==> src/rtl/seg_addr_gen.sv <==
module seg_addr_gen #(
  parameter int EA_W      = 16,
  parameter int SEG_SHIFT = 4,
  parameter int DSHORT_W  = 8,
  localparam int PA_W     = EA_W + SEG_SHIFT
) (
  input  logic            clk,
  input  logic            rst_n,
  input  logic [1:0]      base_sel,
  input  logic [1:0]      idx_sel,
  input  logic [1:0]      disp_mode,
  input  logic [EA_W-1:0] disp,
  input  logic [EA_W-1:0] reg_bx,
  input  logic [EA_W-1:0] reg_bp,
  input  logic [EA_W-1:0] reg_si,
  input  logic [EA_W-1:0] reg_di,
  input  logic            ovr_en,
  input  logic [1:0]      ovr_seg,
  input  logic            str_dst,
  input  logic [EA_W-1:0] seg_cs,
  input  logic [EA_W-1:0] seg_ds,
  input  logic [EA_W-1:0] seg_ss,
  input  logic [EA_W-1:0] seg_es,
  output logic [EA_W-1:0] ea_q,
  output logic [1:0]      seg_q,
  output logic [PA_W-1:0] pa_q
);
  localparam logic [1:0] SEG_CODE  = 2'd0;
  localparam logic [1:0] SEG_DATA  = 2'd1;
  localparam logic [1:0] SEG_STACK = 2'd2;
  localparam logic [1:0] SEG_EXTRA = 2'd3;

  logic [EA_W-1:0] base_v, idx_v, disp_v, ea_d, seg_v;
  logic [1:0]      seg_d;
  logic [PA_W-1:0] pa_d;

  always_comb begin
    case (base_sel)
      2'd1:    base_v = reg_bx;
      2'd2:    base_v = reg_bp;
      default: base_v = '0;
    endcase
    case (idx_sel)
      2'd1:    idx_v = reg_si;
      2'd2:    idx_v = reg_di;
      default: idx_v = '0;
    endcase
    case (disp_mode)
      2'd1:    disp_v = {{(EA_W-DSHORT_W){disp[DSHORT_W-1]}}, disp[DSHORT_W-1:0]};
      2'd2:    disp_v = disp;
      default: disp_v = '0;
    endcase
  end

  assign ea_d = base_v + idx_v + disp_v;

  always_comb begin
    if (str_dst)             seg_d = SEG_EXTRA;
    else if (ovr_en)         seg_d = ovr_seg;
    else if (base_sel == 2'd2) seg_d = SEG_STACK;
    else                     seg_d = SEG_DATA;
    case (seg_d)
      SEG_CODE:  seg_v = seg_cs;
      SEG_DATA:  seg_v = seg_ds;
      SEG_STACK: seg_v = seg_ss;
      default:   seg_v = seg_es;
    endcase
  end

  assign pa_d = {seg_v, {SEG_SHIFT{1'b0}}} + {{SEG_SHIFT{1'b0}}, ea_d};

  always_ff @(posedge clk) begin
    if (!rst_n) begin
      ea_q  <= '0;
      seg_q <= SEG_CODE;
      pa_q  <= '0;
    end else begin
      ea_q  <= ea_d;
      seg_q <= seg_d;
      pa_q  <= pa_d;
    end
  end
endmodule

==> config.mk <==
export PLATFORM = sky130hd
export DESIGN_NAME = seg_addr_gen
export DESIGN_NICKNAME = d
export VERILOG_FILES = /design/src/rtl/seg_addr_gen.sv
export SDC_FILE = /design/constraint.sdc
export NUM_CORES = 1
export LEC_CHECK = 0
export BUFFER_PORTS_ARGS = -buffer_cell sky130_fd_sc_hd__buf_2
export CAP_MARGIN = 20
export CORE_MARGIN = 3
export CORE_UTILIZATION = 43
export DETAILED_ROUTE_END_ITERATION = 16
export PLACE_DENSITY = 0.78
export SKIP_LAST_GASP = 1
export SLEW_MARGIN = 0
export SYNTH_ARGS = -nofsm -noshare
export SYNTH_HDL_FRONTEND = slang
export SYNTH_SLANG_ARGS = --single-unit
==> constraint.sdc <==
create_clock -name clk -period 5.5 [get_ports clk]
set_input_delay 0.55 -clock clk [delete_from_list [all_inputs] [get_ports clk]]
set_output_delay 0.55 -clock clk [all_outputs]
set_load 0.02 [all_outputs]
==> summary.txt <==
#FFs+latches synth - 34
Largest net degree at the start of global routing - 26
Worst setup EP type - flop
Routed via count - 4241
Setup TNS Final - 0 ps
WHS - 674 ps
Critical Path AT - 5390 ps
DR DRC count - 0
Initial antenna violation count - 0
Relative slew slack - 0.675
Slowest CP cell - fa_1
Num CTS Buffers - 5
Post_cts resized - 0
Cell-internal power - 0.694 mW
DRT iter0 DRCs - 149
Gpl congestion - 0.849
Antenna cells - 0
I/O Pins - 194
Global-route usage over all layers - 0.210
Post-synth ARST share - 0
Worst Path Buf+Inv - 4
Via density - 5.22
Area contributors post-synth - dfxtp_1 17%, ha_1 9.8%, fa_1 8.6%, nand2_1 7.9%, a22oi_1 6.1%
Root Buffer - clkbuf_8
Ys Warns - 0
Grt ovf - 0
Ys flop type - dfxtp_1
Vias in the first global route - 4059
Final hold vios - 0
Global-route wire length before repair - 17800 µm
Post-CTS setup buffer count - 0
# H-tree levels - 2
Synth area leader - dfxtp_1
Wire per inst - 13.8 µm
Largest stage delay, worst path - 530 ps
# hold bufs at CTS - 0
Max-cap violations - 0
Post-synth EDFFs - 0
# rows - 34
Fmax achieved - 0.192 GHz
Mapped Area - 3970 µm²
Worst slew pin tran - 483 ps
P_sw - 0.488 mW
Total core area - 8850 µm²
Startpoint types - input pin
Final setup violation count - 0
Post-synthesis sequential area ratio - 0.172
Syn_area_per_cell - 7.80 µm²
Tmin final - 5210 ps
Critical path class - input pin to flop
Cell leakage power - 2.76 nW
CP delay by family, top - adder cells
RSZ-0062 raised after global routing - false
Initial Util - 0.449
Status - finished clean
Seq pwr share - 0.262
# clock sinks - 34
Cell variety after synth - 58
Area fraction of the dominant cell type after synthesis - 0.172
# nets final - 907
Synthesized instance count - 509
I/O Buffers - 193
Logic gate share of total power - 0.574
CTS tree - done
Clock network power share - 0.164
Post-route ant nets - 0
Min-Delay Path Class - input pin to flop
Full die area - 10400 µm²
Max clock buf depth - 2
Tcrit/Tclk final - 0.947
HPWL Detailed - 9730 µm
Die width - 102 µm
Share of cells above drive strength 1 - 0.388
CP required - 5680 ps
Critical path peak fanout - 16
Die Y - 102 µm
Drt pass-1 iters - 4
Worst VDD drop - 0.000112 V
Sw Ratio - 0.413
Worst-path clk slew - 70 ps
Final WL - 11200 µm
Syn-to-layout area delta - 31.7%
Syn_nets - 713
Pwr per Cell Area - 226 nW/µm²
Max Slew Vio Count - 0
-- logic make-up (layout without fill, tap and decap cells) --
family	Yosys count	after routing	share of synthesized area
simple gates	210	210	0.256
compound gates	120	120	0.233
buf+inv	63	258	0.0656
fa+ha+maj	48	48	0.183
flops	34	34	0.171
xor+xnor	24	24	0.0612
mux	10	10	0.0293
-- path summary, 6_finish.rpt --
check,start,endpoint,slack (ps),cells after the start
hold / removal,seg_ds[14],pa_q[18]$_SDFF_PN0_,670,5
setup / recovery,base_sel[0],pa_q[19]$_SDFF_PN0_,290,25
-- layer usage --
layer,track usage,part of all wire
met5,0,0
met4,0.0303,0.0083
met3,0.0259,0.045
met2,0.406,0.54
met1,0.252,0.40
-- Yosys cell counts (9+ instances only) --
library cell,instances
a21o_1,14
nand3_1,13
nor2_1,33
or2_2,25
fa_1,17
nand2_1,84
dfxtp_1,34
inv_1,37
a21oi_1,20
xnor2_1,16
and3_1,12
a31oi_1,9
ha_1,31
a22oi_1,32
clkbuf_1,20
and2_1,21
-- metrics by stage --
stage | total power, mW | setup slack (ps) | util | cells | area [µm²]
4_1_cts | 1.19 | 156 | 0.588 | 812 | 5210
5_1_grt | 1.28 | 5.37 | 0.591 | 812 | 5230
3_3_place_gp | 0.970 | -29.6 | 0.578 | 804 | 5110
2_1_floorplan | 0.779 | 36.6 | - | 509 | 3970
6_report | 1.18 | 291 | 0.591 | 812 | 5230
3_5_place_dp | 0.990 | -137 | 0.578 | 804 | 5110
-- final cells by class --
cell class | count | area, µm²
clock inverter | 2 | 12.5
tap | 108 | 135
clock buffer | 6 | 82.6
timing repair buffer | 213 | 1130
multi-input combinational | 412 | 3050
inverter | 37 | 139
sequential | 34 | 681
fill | 834 | 3620
-- sequential cells by signal, indices dropped and copies added, names as in the netlist --
register  flops
ea_q         16
pa_q         16
seg_q         2
-- power groups by stage --
stage          combinational [mW]  clock [mW]  sequential, mW
2_1_floorplan               0.396           0           0.382
3_3_place_gp                0.655           0           0.315
3_5_place_dp                0.675           0           0.316
4_1_cts                     0.678       0.199           0.310
5_1_grt                     0.755       0.206           0.315
6_report                    0.678       0.194           0.309
-- layout by cell type, fill, tap and decap left out, types with 4 or more instances in the layout --
cell type  instances
a31oi_1            9
mux2i_1            5
nand2_1           84
a21oi_1           20
clkbuf_8           6
or2_2             25
buf_4             19
and2_1            21
xnor2_1           16
a21o_1            14
xor2_1             6
inv_1             37
o21ai_0            6
nor3_1             6
dfxtp_1           34
a22oi_1           32
a211oi_1           4
ha_1              30
and3_1            12
fa_1              17
o21bai_1           4
o21ai_1            4
nand3_1           13
buf_2            193
nor2_1            32
No activity file was read; power rests on OpenSTA's default activity.
